--- src/rtl/dma_page_pkg.sv ---
// Package: shared widths, counts and the fixed port map of the page bank.
// Assumes 8-bit I/O addresses; channel index k = 0..6 stands for DMA channels 0,1,2,3,5,6,7.
package dma_page_pkg;
    localparam int PAGE_W = 8;
    localparam int ADDR_W = 8;
    localparam int N_CHAN = 7;
    localparam int N_SCR  = 8;

    typedef logic [PAGE_W-1:0] page_t;

    // Port address of channel index k (order fixed by the DMA channel wiring)
    function automatic logic [ADDR_W-1:0] chan_port(input int k);
        case (k)
            0:       return 8'h87;
            1:       return 8'h83;
            2:       return 8'h81;
            3:       return 8'h82;
            4:       return 8'h8B;
            5:       return 8'h89;
            6:       return 8'h8A;
            default: return 8'h00;
        endcase
    endfunction

    // Port address of scratch byte j
    function automatic logic [ADDR_W-1:0] scratch_port(input int j);
        case (j)
            0:       return 8'h80;
            1:       return 8'h84;
            2:       return 8'h85;
            3:       return 8'h86;
            4:       return 8'h88;
            5:       return 8'h8C;
            6:       return 8'h8D;
            7:       return 8'h8E;
            default: return 8'h00;
        endcase
    endfunction
endpackage

--- src/rtl/dma_page_decode.sv ---
// Address decoder: turns an I/O port address into one-hot selects for the
// channel registers and the scratch bytes, plus a hit flag.
// Assumes the port map in dma_page_pkg has no duplicate addresses.
module dma_page_decode
    import dma_page_pkg::*;
#(
    parameter int NCH  = N_CHAN,
    parameter int NSCR = N_SCR,
    parameter int AW   = ADDR_W
) (
    input  logic [AW-1:0]   addr,
    output logic [NCH-1:0]  ch_sel,
    output logic [NSCR-1:0] scr_sel,
    output logic            hit
);
    // One comparator per channel port
    for (genvar k = 0; k < NCH; k++) begin : g_ch
        assign ch_sel[k] = (addr == chan_port(k));
    end

    // One comparator per scratch port
    for (genvar j = 0; j < NSCR; j++) begin : g_scr
        assign scr_sel[j] = (addr == scratch_port(j));
    end

    assign hit = (|ch_sel) | (|scr_sel);

    // a_r1_single_select: a port maps to at most one register
    always_comb begin
        a_r1_single_select: assert ($onehot0({ch_sel, scr_sel}));
    end
endmodule

--- src/rtl/dma_page_chan.sv ---
// One channel's page state: a visible current byte and a hidden base byte.
// Priority, highest first: reset or master clear, processor write, then
// autoinitialize reload (current) and base-only load (base). The reload uses
// the base value held before the edge.
module dma_page_chan #(
    parameter int PW = 8
) (
    input  logic          clk,
    input  logic          rst_n,
    input  logic          mclr,
    input  logic          wr_sel,
    input  logic [PW-1:0] wdata,
    input  logic          auto_en,
    input  logic          tc,
    input  logic          eop,
    input  logic          base_ld,
    input  logic [PW-1:0] base_data,
    output logic [PW-1:0] cur
);
    logic [PW-1:0] base_q;
    logic          reload;

    assign reload = auto_en & (tc | eop);

    // Update the current and base bytes by priority
    always_ff @(posedge clk) begin
        if (!rst_n || mclr) begin
            cur    <= '0;
            base_q <= '0;
        end else if (wr_sel) begin
            cur    <= wdata;
            base_q <= wdata;
        end else begin
            if (reload)  cur    <= base_q;
            if (base_ld) base_q <= base_data;
        end
    end

    a_r2_write_loads_both: assert property (@(posedge clk) disable iff (!rst_n)
        (wr_sel && !mclr) |=> (cur == $past(wdata) && base_q == $past(wdata)));

    a_r5_clear_all: assert property (@(posedge clk) disable iff (!rst_n)
        mclr |=> (cur == '0 && base_q == '0));

    a_r4_reload_from_base: assert property (@(posedge clk) disable iff (!rst_n)
        (reload && !wr_sel && !mclr) |=> (cur == $past(base_q)));

    a_r4_idle_holds: assert property (@(posedge clk) disable iff (!rst_n)
        (!reload && !wr_sel && !mclr) |=> $stable(cur));

    a_r8_base_only: assert property (@(posedge clk) disable iff (!rst_n)
        (base_ld && !wr_sel && !mclr) |=> (base_q == $past(base_data)));
endmodule

--- src/rtl/dma_page_scratch.sv ---
// Scratch bytes: plain read/write storage with no reset and no DMA effect.
// Assumes the caller already removed writes that collide with master clear.
module dma_page_scratch #(
    parameter int PW   = 8,
    parameter int NSCR = 8
) (
    input  logic             clk,
    input  logic [NSCR-1:0]  wr_sel,
    input  logic [PW-1:0]    wdata,
    output logic [NSCR*PW-1:0] q
);
    for (genvar j = 0; j < NSCR; j++) begin : g_byte
        // Store the written byte
        always_ff @(posedge clk) begin
            if (wr_sel[j]) q[j*PW +: PW] <= wdata;
        end

        a_r9_scratch_write: assert property (@(posedge clk)
            wr_sel[j] |=> (q[j*PW +: PW] == $past(wdata)));
    end
endmodule

--- src/rtl/dma_page_bank.sv ---
// Top of the page bank: decodes the register port, holds seven channel page
// registers with hidden base copies plus eight scratch bytes, and drives the
// current page bytes to the DMA address generator.
// Assumes single-cycle read/write strobes; read data and ack are combinational.
module dma_page_bank
    import dma_page_pkg::*;
#(
    parameter int NCH  = N_CHAN,
    parameter int NSCR = N_SCR,
    parameter int PW   = PAGE_W,
    parameter int AW   = ADDR_W
) (
    input  logic               clk,
    input  logic               rst_n,
    input  logic               mclr,
    input  logic [AW-1:0]      bus_addr,
    input  logic [PW-1:0]      bus_wdata,
    input  logic               bus_wr,
    input  logic               bus_rd,
    output logic [PW-1:0]      bus_rdata,
    output logic               bus_ack,
    input  logic [NCH-1:0]     auto_en,
    input  logic [NCH-1:0]     tc,
    input  logic [NCH-1:0]     eop,
    input  logic [NCH-1:0]     base_ld,
    input  logic [NCH*PW-1:0]  base_ld_data,
    output logic [NCH*PW-1:0]  page_out
);
    logic [NCH-1:0]     ch_sel;
    logic [NSCR-1:0]    scr_sel;
    logic               hit;
    logic               wr_ok;
    logic [NSCR*PW-1:0] scr_q;

    // A write that collides with master clear is dropped
    assign wr_ok = bus_wr & ~mclr;

    dma_page_decode #(.NCH(NCH), .NSCR(NSCR), .AW(AW)) i_dec (
        .addr    (bus_addr),
        .ch_sel  (ch_sel),
        .scr_sel (scr_sel),
        .hit     (hit)
    );

    for (genvar k = 0; k < NCH; k++) begin : g_chan
        dma_page_chan #(.PW(PW)) i_chan (
            .clk       (clk),
            .rst_n     (rst_n),
            .mclr      (mclr),
            .wr_sel    (wr_ok & ch_sel[k]),
            .wdata     (bus_wdata),
            .auto_en   (auto_en[k]),
            .tc        (tc[k]),
            .eop       (eop[k]),
            .base_ld   (base_ld[k]),
            .base_data (base_ld_data[k*PW +: PW]),
            .cur       (page_out[k*PW +: PW])
        );

        a_r3_read_current: assert property (@(posedge clk) disable iff (!rst_n)
            (bus_rd && ch_sel[k]) |-> (bus_rdata == page_out[k*PW +: PW] && bus_ack));
    end

    dma_page_scratch #(.PW(PW), .NSCR(NSCR)) i_scr (
        .clk    (clk),
        .wr_sel (scr_sel & {NSCR{wr_ok}}),
        .wdata  (bus_wdata),
        .q      (scr_q)
    );

    // Read mux: OR of the selected byte, zero when nothing is selected
    always_comb begin
        bus_rdata = '0;
        if (bus_rd) begin
            for (int k = 0; k < NCH; k++)
                if (ch_sel[k]) bus_rdata |= page_out[k*PW +: PW];
            for (int j = 0; j < NSCR; j++)
                if (scr_sel[j]) bus_rdata |= scr_q[j*PW +: PW];
        end
    end

    // Acknowledge any access to a decoded port
    assign bus_ack = (bus_rd | bus_wr) & hit;

    a_r10_no_ack_undecoded: assert property (@(posedge clk) disable iff (!rst_n)
        !hit |-> (!bus_ack && bus_rdata == '0));

    a_r6_clear_beats_write: assert property (@(posedge clk) disable iff (!rst_n)
        mclr |=> (page_out == '0));
endmodule

--- config.mk ---
export PLATFORM = sky130hd
export DESIGN_NAME = dma_page_bank
export DESIGN_NICKNAME = d
export VERILOG_FILES = /design/src/rtl/dma_page_pkg.sv /design/src/rtl/dma_page_decode.sv /design/src/rtl/dma_page_chan.sv /design/src/rtl/dma_page_scratch.sv /design/src/rtl/dma_page_bank.sv
export SDC_FILE = /design/constraint.sdc
export NUM_CORES = 1
export LEC_CHECK = 0
export BUFFER_PORTS_ARGS = -buffer_cell sky130_fd_sc_hd__buf_2
export CAP_MARGIN = 10
export CORE_MARGIN = 2
export CORE_UTILIZATION = 45
export DETAILED_ROUTE_END_ITERATION = 8
export GPL_TIMING_DRIVEN = 0
export PLACE_DENSITY = 0.67
export SETUP_SLACK_MARGIN = 0.02
export SYNTH_ARGS = -nofsm -noshare
export SYNTH_HDL_FRONTEND = slang
export SYNTH_HIERARCHICAL = 1
export SYNTH_SLANG_ARGS = --single-unit
--- constraint.sdc ---
create_clock -name clk -period 3.54 [get_ports clk]
set_input_delay 0.708 -clock clk [delete_from_list [all_inputs] [get_ports clk]]
set_output_delay 0.708 -clock clk [all_outputs]
set_load 0.01 [all_outputs]
# Word-level counts from Yosys, hierarchy flattened
# Cells that the tools add are included.
word_totals:
  register_bits: 176
  latchBits: 0
  mem_bits_rw: 0
  rom_bits: 0
  inputBits: 105
  out_inout_bits: 65
  word_cells: 154
  n_memories: 0
classes:
  n_addsub: 0
  n_mul: 0
  n_div: 0
  order_cmp: 0
  eq_ne: 15
  n_shift: 0
  mux: 58
  bitwise_logic: 41
  reduce_logical: 18
op_table:
  columns: ["cell", "n"]
  rows:
  - ["$mux 8", 58]
  - ["$eq 8x8->1 const B", 15]
  - ["$or 8x8->8", 14]
  - ["$reduce_bool 2->1", 14]
  - ["$and 1x1->1", 16]
  - ["$or 1x1->1", 9]
  - ["$and 8x8->8", 1]
  - ["$reduce_or 8->1", 1]
  - ["$reduce_or 7->1", 1]
  - ["$logic_not 1->1", 1]
  - ["$logic_or 1x1->1", 1]
  - ["$not 1->1", 1]

# Depth between registers and ports, before layout
# Gate-level depths: netlist (run 1).
depth:
  depth_word: 45
  depth_mapped: 10
  depth_no_buf: 6

# By module
# Netlist (run 1), hierarchy kept.
modules_own_cells:
  columns: ["mod", "instances", "cells_per_inst", "area_each_um2", "seq_area_each_um2"]
  rows:
  - ["dma_page_chan", 7, 81, 810.8, 320.3]
  - ["dma_page_scratch", 1, 64, 1921.8, 1921.8]
  - ["dma_page_bank", 1, 114, 779.5, 0.0]
  - ["dma_page_decode", 1, 26, 148.9, 0.0]

# Least setup slack after synthesis (run 1)
# Ideal clock, no wire load.
synth_timing:
  path_type: "input to output"
  startpoint: "input port bus_addr[5]"
  endpoint: "output port bus_rdata[6]"
  t_arrival_ns: 2.354
  required_time_ns: 2.832
  setup_slack_ns: 0.478
  stages: 8
  n_path_buf: 3
  cell_sequence: "or4b_1 > clkbuf_1 > buf_2 > nor3_1 > clkbuf_1 > a22oi_1 > nand4_1 > o21a_1"
synth_between:
  word_cells_on_any_way: 59
  cone_classes: "eq/ne (15); mux (30); bitwise (14)"
synth_rtl:
  columns: ["element", "line", "rtl"]
  rows:
  - ["from (decl)", "dma_page_bank.sv:16", "input logic [AW-1:0] bus_addr,"]
  - ["$eq 8x8->1 (*)", "dma_page_decode.sv:18", "assign ch_sel[k] = (addr == chan_port(k));"]
  - ["named net ch_sel[5]", "dma_page_bank.sv:29", "logic [NCH-1:0] ch_sel;"]
  - ["$mux 8 (*)", "dma_page_bank.sv:76", "if (ch_sel[k]) bus_rdata |= page_out[k*PW +: PW];"]
  - ["$mux 8 (*)", "dma_page_bank.sv:74", "if (bus_rd) begin"]
  - ["$or 8x8->8", "dma_page_bank.sv:76", null]
  - ["$mux 8 (*)", "dma_page_bank.sv:76", null]
  - ["$mux 8 (*)", "dma_page_bank.sv:74", null]
  - ["$or 8x8->8", "dma_page_bank.sv:78", "if (scr_sel[j]) bus_rdata |= scr_q[j*PW +: PW];"]
  - ["[... 15 more ...]", null, null]
  - ["$mux 8 (*)", "dma_page_bank.sv:78", null]
  - ["$mux 8 (*)", "dma_page_bank.sv:74", null]
  - ["$or 8x8->8", "dma_page_bank.sv:78", null]
  - ["$mux 8 (*)", "dma_page_bank.sv:78", null]
  - ["$mux 8 (*)", "dma_page_bank.sv:74", null]
  - ["$or 8x8->8", "dma_page_bank.sv:78", null]
  - ["$mux 8 (*)", "dma_page_bank.sv:78", null]
  - ["$mux 8 (*)", "dma_page_bank.sv:74", null]
  - ["to (decl)", "dma_page_bank.sv:20", "output logic [PW-1:0] bus_rdata,"]
# The timed path passes the listed nets; every way through them passes the cells marked *. The select of a mux whose other input is x is not followed.

# Final worst setup path (run 1)
layout_timing:
  startpoint: "input port bus_addr[5]"
  endpoint: "output port bus_rdata[6]"
layout_between:
  word_cells_on_any_way: 59
  cone_classes: "eq/ne (15); mux (30); bitwise (14)"
layout_rtl:
  columns: ["element", "line", "rtl"]
  rows:
  - ["$eq 8x8->1 (*)", "dma_page_decode.sv:23", "assign scr_sel[j] = (addr == scratch_port(j));"]
  - ["named net scr_sel[6]", "dma_page_bank.sv:30", "logic [NSCR-1:0] scr_sel;"]
  - ["$mux 8 (*)", "dma_page_bank.sv:78", null]
  - ["$mux 8 (*)", "dma_page_bank.sv:74", null]
  - ["$or 8x8->8", "dma_page_bank.sv:78", null]
  - ["$mux 8 (*)", "dma_page_bank.sv:78", null]
  - ["$mux 8 (*)", "dma_page_bank.sv:74", null]
# Marked as above.

==> impl_metrics.tcl, run 1 <==
set metrics [dict create \
    outcome "completed" \
    worst_path_largest_cell_delay_ns 0.53 \
    fin_worst_skew_ns 0.00739 \
    final_cell_mix "buf_2 (174), dfxtp_1 (112), mux2i_1 (70)" \
    post-route-util_pct 55.2 \
    cap_violations 0 \
    syn_area_um2 8530 \
    yosysUniqueCellTypes 31 \
    dp.cells 1166 \
    die_w_um 142 \
    fin_ws_ns 0.0829 \
    die_area_um2 20100 \
    synth_area_leaders "dfxtp_1 (26%), edfxtp_1 (23%), mux2i_1 (8.2%), o311a_1 (6.6%), o21a_1 (4.5%)" \
    relSlewSlack_pct 53.5 \
    dp_hpwl_mm 16.6 \
    peakVddDrop_uv 352 \
    crit_path_end_kind "output pin" \
    gp_congestion 0.856 \
    overflow 0 \
    drt-vias-per-instance 5.85 \
    start_util_pct 45.7 \
    avgSynthCellArea_um2 11.1 \
    top_usage_layer "met2" \
    dieHeight_um 142 \
    finalWirelength_mm 24.9 \
    antenna_cells 0 \
    p_seq_share_pct 48.8 \
    grt_pass1_wl_mm 37.3 \
    worstPathMaxFanout 10 \
    ys_seq_elements 176 \
    internal_power_uw 3400 \
    area_delta_synth_final_pct 20.7 \
    antenna_found_initial 1 \
    htreeDepth 4 \
    setup_viol 0 \
    final_cells 1200 \
    synthCells 771 \
    synth_top_cell_by_area "dfxtp_1" \
    first_iter_violations 462 \
    fmax_ghz 0.289 \
    required_ns 2.83 \
    wl_per_cell_um 20.7 \
    final_common_cell "buf_2" \
    cp.arrival_ns 2.75 \
    grtUsageMet3_pct 5.53 \
    path_cells "buf_2, or4b_1, buf_2, buf_4, nor3_1, clkbuf_2, a22oi_1, nand4_1, o21a_1, buf_2" \
    ff_latch_area_um2 4160 \
    yosys_warnings 6 \
    met2_usage_pct 39.0 \
    critPathMostFrequentCell "buf_2" \
    cts_sinks 176 \
    grt_pass1_vias 6739 \
    cts_inserted_buffers 17 \
    power.leakage_uw 0.00425 \
    portBuffers 161 \
    p_comb_share_pct 9.5 \
    num-nets-final 1058 \
    crit_type "input port to output pin" \
    cts_buffer_depth 2 \
    cts_tree "done" \
    cts-root-buf "clkbuf_16" \
    synth_fp_nets 876 \
    clk_latency_ns 0.43 \
    vias 7016 \
    slowest_stage "or4b_1" \
    whs_ns 0.548 \
    place_ws_ns -0.256 \
    switchingPower_uw 1060 \
    postCtsSetupRepairBufs 0 \
    postRouteAntennaNets 0 \
    fin_crit_ns 3.46 \
    p_total_uw 4460 \
    switching_share_pct 23.8 \
    coreArea_um2 18600 \
    drtPass1Iterations 7 \
    powerDensity_nw_per_um2 433 \
    min_path_type "flip-flop to flip-flop" \
    rows 50 \
    drive_gt1_share_pct 30.3 \
    clk_pin_slew_worst_paths_ns 0.07 \
    pin_count 170 \
    tightest_slew_ns 0.698 \
    n_fill_cell 1653 \
    fin_crit_sh_pct 97.7 \
    grt_usage_pct 24.6 \
    cts_hold_buf 0 \
    start_kind "input port" \
    grtUsageMet1_pct 33.3 \
    synth_seq_area_share_pct 48.8 \
    drc_errors 0 \
    rsz0062_at_grt "true" \
    hold_viol 0 \
    grt_start_max_net_pins 23 \
    clockPowerShare_pct 41.8 \
    final-max-slew-violation-count 0 \
    synth_top_area_share_pct 26.3 \
    multiInputGateArea_um2 3880 \
]
==> Yosys cell counts, drive strengths merged <==
master / instances
dfxtp: 112
mux2i: 70
edfxtp: 64
o21a: 58
nor2: 57
o311a: 56
buf: 54
nand2b: 53
a22oi: 48
nand2: 44
o211ai: 42
clkbuf: 21
and2: 15
mux2: 14
o21ai: 14
a222oi: 8
nand3: 8
nand4: 8
nor2b: 8
nor3: 8
nor4: 6
a41oi: 1
or4: 1
or4b: 1
==> registers in the layout, indices dropped and copies added, names as in the netlist <==
signal,count
g_chan.i_chan/base_q,56
i_scr/q,64
g_chan.i_chan/cur,56
==> power groups by stage <==
stage / clock network (uW) / registers, uW / logic, uW
after floorplan: 0 / 2220 / 230
after global placement: 0 / 2220 / 413
after detailed placement: 0 / 2220 / 415
after CTS: 1880 / 2170 / 418
after global routing: 1980 / 2180 / 455
final: 1860 / 2170 / 422
==> metal layers <==
metal,vias up,share of wire (%)
li1,3307,-
met2,261,46
met3,36,7.7
met5,-,0
met1,3412,44
met4,0,2.2
==> logic make-up after synthesis <==
logic type | synth area share [%]
simple gates | 12.2
buf+inv | 6.08
flops | 48.8
mux | 10.1
compound gates | 22.8
==> critical path, delay by kind of cell <==
kind | cells | cell delay (ns)
buf+inv | 5 | 0.88
simple gates | 3 | 0.86
compound gates | 2 | 0.29
==> metrics by stage <==
step                      TNS [ns]  instance area, um2
after floorplan                  0                8530
after global placement       -1.85                9620
after detailed placement     -1.74                9620
after CTS                        0               10200
after global routing             0               10300
final                            0               10300
==> cell type report <==
cell class | count | share of cell area, %
sequential | 176 | 40.5
multi-input combinational | 520 | 37.8
timing repair buffer | 163 | 7.93
buffer | 75 | 5.36
clock buffer | 24 | 4.89
tap | 234 | 2.85
clock inverter | 8 | 0.742
==> path summary, 6_finish.rpt <==
check / slack (ns) / startpoint / end / depth (start not counted)
hold reg to reg: 0.55 / g_chan[6].i_chan/cur[5] / g_chan[6].i_chan/cur[5] / 1
hold / removal: 0.55 / g_chan[6].i_chan/cur[5] / g_chan[6].i_chan/cur[5] / 1
setup / recovery: 0.08 / bus_addr[5] / bus_rdata[6] / 10
setup reg to reg: 2.67 / g_chan[0].i_chan/base_q[6] / g_chan[0].i_chan/base_q[6] / 3
==> repair_timing <==
item                       4_1_cts  5_1_grt
cloned                           0        2
pin swaps                        0        4
setup endpoints to repair        8        8
gates resized for setup         12       27
(Power assumes the default switching activity.)
==> run 2, diff against run 1 <==
- CORE_ASPECT_RATIO: default -> 2
- clock period: 3.54 -> 3.4 ns (I/O delays scaled with it)
==> run 2 against run 1 <==
Compared with the run above:
- flip-flop and latch count stayed put
- via count is 1.4% lower
- non-clock buffer count is 3 lower
- critical path type unchanged
- die area is 0.33% higher
- clock-buffer cell count is 6 lower
- largest cell class unchanged
- core utilization is 0.34 points lower
==> impl_metrics.tcl, run 2 (synthesized netlist as in run 1, its figures left out) <==
set metrics [dict create \
    worst_path_largest_cell_delay_ns 0.65 \
    final_cell_mix "buf_2 (171), dfxtp_1 (112), mux2i_1 (70)" \
    drive_gt1_share_pct 29.7 \
    start_kind "input port" \
    start_util_pct 45.7 \
    powerDensity_nw_per_um2 460 \
    finalWirelength_mm 25.1 \
    endpoint "bus_rdata[1]" \
    fin_ws_ns 0.0484 \
    cts_sinks 176 \
    drt-vias-per-instance 5.85 \
    antenna_cells 0 \
    dieHeight_um 199 \
    tightest_slew_ns 0.770 \
    first_iter_violations 299 \
    drc_errors 0 \
    place_ws_ns -0.379 \
    fin_crit_sh_pct 98.6 \
    largest_reg_flops 64 \
    crit_family "compound AO/OA/AOI/OAI gates" \
    r2r_end "g_chan[1].i_chan/base_q[6]" \
    p_total_uw 4700 \
    grt_pass1_vias 6974 \
    largestRegisters "i_scr/q x64, g_chan.i_chan/base_q x56, g_chan.i_chan/cur x56" \
    rows 71 \
    overflow 0 \
    coreArea_um2 18700 \
    die_w_um 101 \
    startpoint "bus_addr[7]" \
    htreeDepth 4 \
    rsz0062_at_grt "true" \
    crit_buf_inv 4 \
    clk_pin_slew_worst_paths_ns 0.07 \
    wl_per_cell_um 21.2 \
    setup_viol 0 \
    gp_congestion 0.862 \
    reg2reg_from "g_chan[1].i_chan/base_q[6]" \
    postRouteAntennaNets 0 \
    required_ns 2.72 \
    ff2ff_setup_slack_ns 2.52 \
    crit_cells 9 \
    grt_pass1_wl_mm 38.0 \
    slowest_stage "a222oi_1" \
    num-nets-final 1055 \
    whs_ns 0.543 \
    min_path_type "flip-flop to flip-flop" \
    critPathMostFrequentCell "buf_2" \
    die_area_um2 20100 \
    clk_latency_ns 0.43 \
    pin_count 170 \
    worstPathMaxFanout 10 \
    final-max-slew-violation-count 0 \
    crit_type "input port to output pin" \
    path_cells "buf_2, or4b_4, buf_4, nor3_2, buf_6, a222oi_1, nand3_1, o21a_1, buf_2" \
    fmax_ghz 0.298 \
    area_delta_synth_final_pct 20.0 \
    cts-root-buf "clkbuf_16" \
    outcome "completed" \
    largest-register "i_scr/q" \
    cap_violations 0 \
    final_common_cell "buf_2" \
    peakVddDrop_uv 323 \
    crit_path_end_kind "output pin" \
    vias 6918 \
    grt_usage_pct 25.2 \
    portBuffers 161 \
    grt_start_max_net_pins 23 \
    cts_tree "done" \
    fin_worst_skew_ns 0.00676 \
    antenna_found_initial 0 \
    power.leakage_uw 0.00420 \
    fin_crit_ns 3.35 \
    hold_viol 0 \
    cp.arrival_ns 2.67 \
    relSlewSlack_pct 48.6 \
    drtPass1Iterations 7 \
    dp_hpwl_mm 18.5 \
    ff2ff_path_depth 3 \
    cts_buffer_depth 2 \
    cts_inserted_buffers 17 \
]
-- run 2: cell count changes in the layout (fill, tap and decap cells not counted), sizes merged --
cell / delta
buf: -5
clkbuf: -4
clkinv: +3
inv: +2
bufinv: +1
-- run 2: final cells by class --
class / instances / area, um2
buffer: 74 / 532
clock buffer: 18 / 450
clock inverter: 14 / 153
fill: 1716 / 8420
multi-input combinational: 520 / 3850
sequential: 176 / 4160
tap: 219 / 274
timing repair buffer: 161 / 806
-- run 2: power by group --
part | total, uW | internal [uW] | leakage, uW | switching [uW]
clock | 2000 | 1140 | 0.000292 | 866
sequential | 2270 | 2230 | 0.00149 | 41.1
combinational | 431 | 200 | 0.00242 | 231
total | 4700 | 3560 | 0.00420 | 1140
-- run 2: repair_timing --
| item | CTS | global route |
|---|---|---|
| hold buffers | 0 | 0 |
| endpoints found under the setup margin | 8 | 8 |
| hold endpoints to repair | 0 | 0 |
| buffers inserted | 0 | 0 |
| pin swaps | 2 | 0 |
| resized for setup | 8 | 13 |
-- run 2: stage by stage --
stage	instances	TNS, ns	utilization (%)	instance area, um2
4_1_cts	1182	0	54.8	10200
3_3_place_gp	1151	-2.16	51.5	9610
5_1_grt	1182	0	54.8	10200
6_report	1182	0	54.8	10200
2_1_floorplan	771	0	-	8530
3_5_place_dp	1151	-2.16	51.5	9610
-- run 2: worst min-delay path by stage --
stage / start / to / slack (ns) / cells after the start
after CTS: g_chan[6].i_chan/cur[5] / g_chan[6].i_chan/cur[5] / 0.54 / 1
after global placement: g_chan[6].i_chan/cur[4] / g_chan[6].i_chan/cur[4] / 0.52 / 1
after floorplan: g_chan[6].i_chan/cur[0] / g_chan[6].i_chan/cur[0] / 0.57 / 1
after global routing: g_chan[1].i_chan/cur[0] / g_chan[1].i_chan/cur[0] / 0.56 / 1
after detailed placement: g_chan[6].i_chan/cur[5] / g_chan[6].i_chan/cur[5] / 0.53 / 1
final: g_chan[6].i_chan/cur[6] / g_chan[6].i_chan/cur[6] / 0.54 / 1
-- run 2: layer usage --
metal / GRT usage (%) / share of wire, % / vias to the layer above
met5: 0 / 0 / -
met4: 12.9 / 4.3 / 0
met1: 26.6 / 37 / 3326
li1: - / - / 3300
met3: 3.72 / 4.2 / 58
met2: 47.2 / 55 / 234
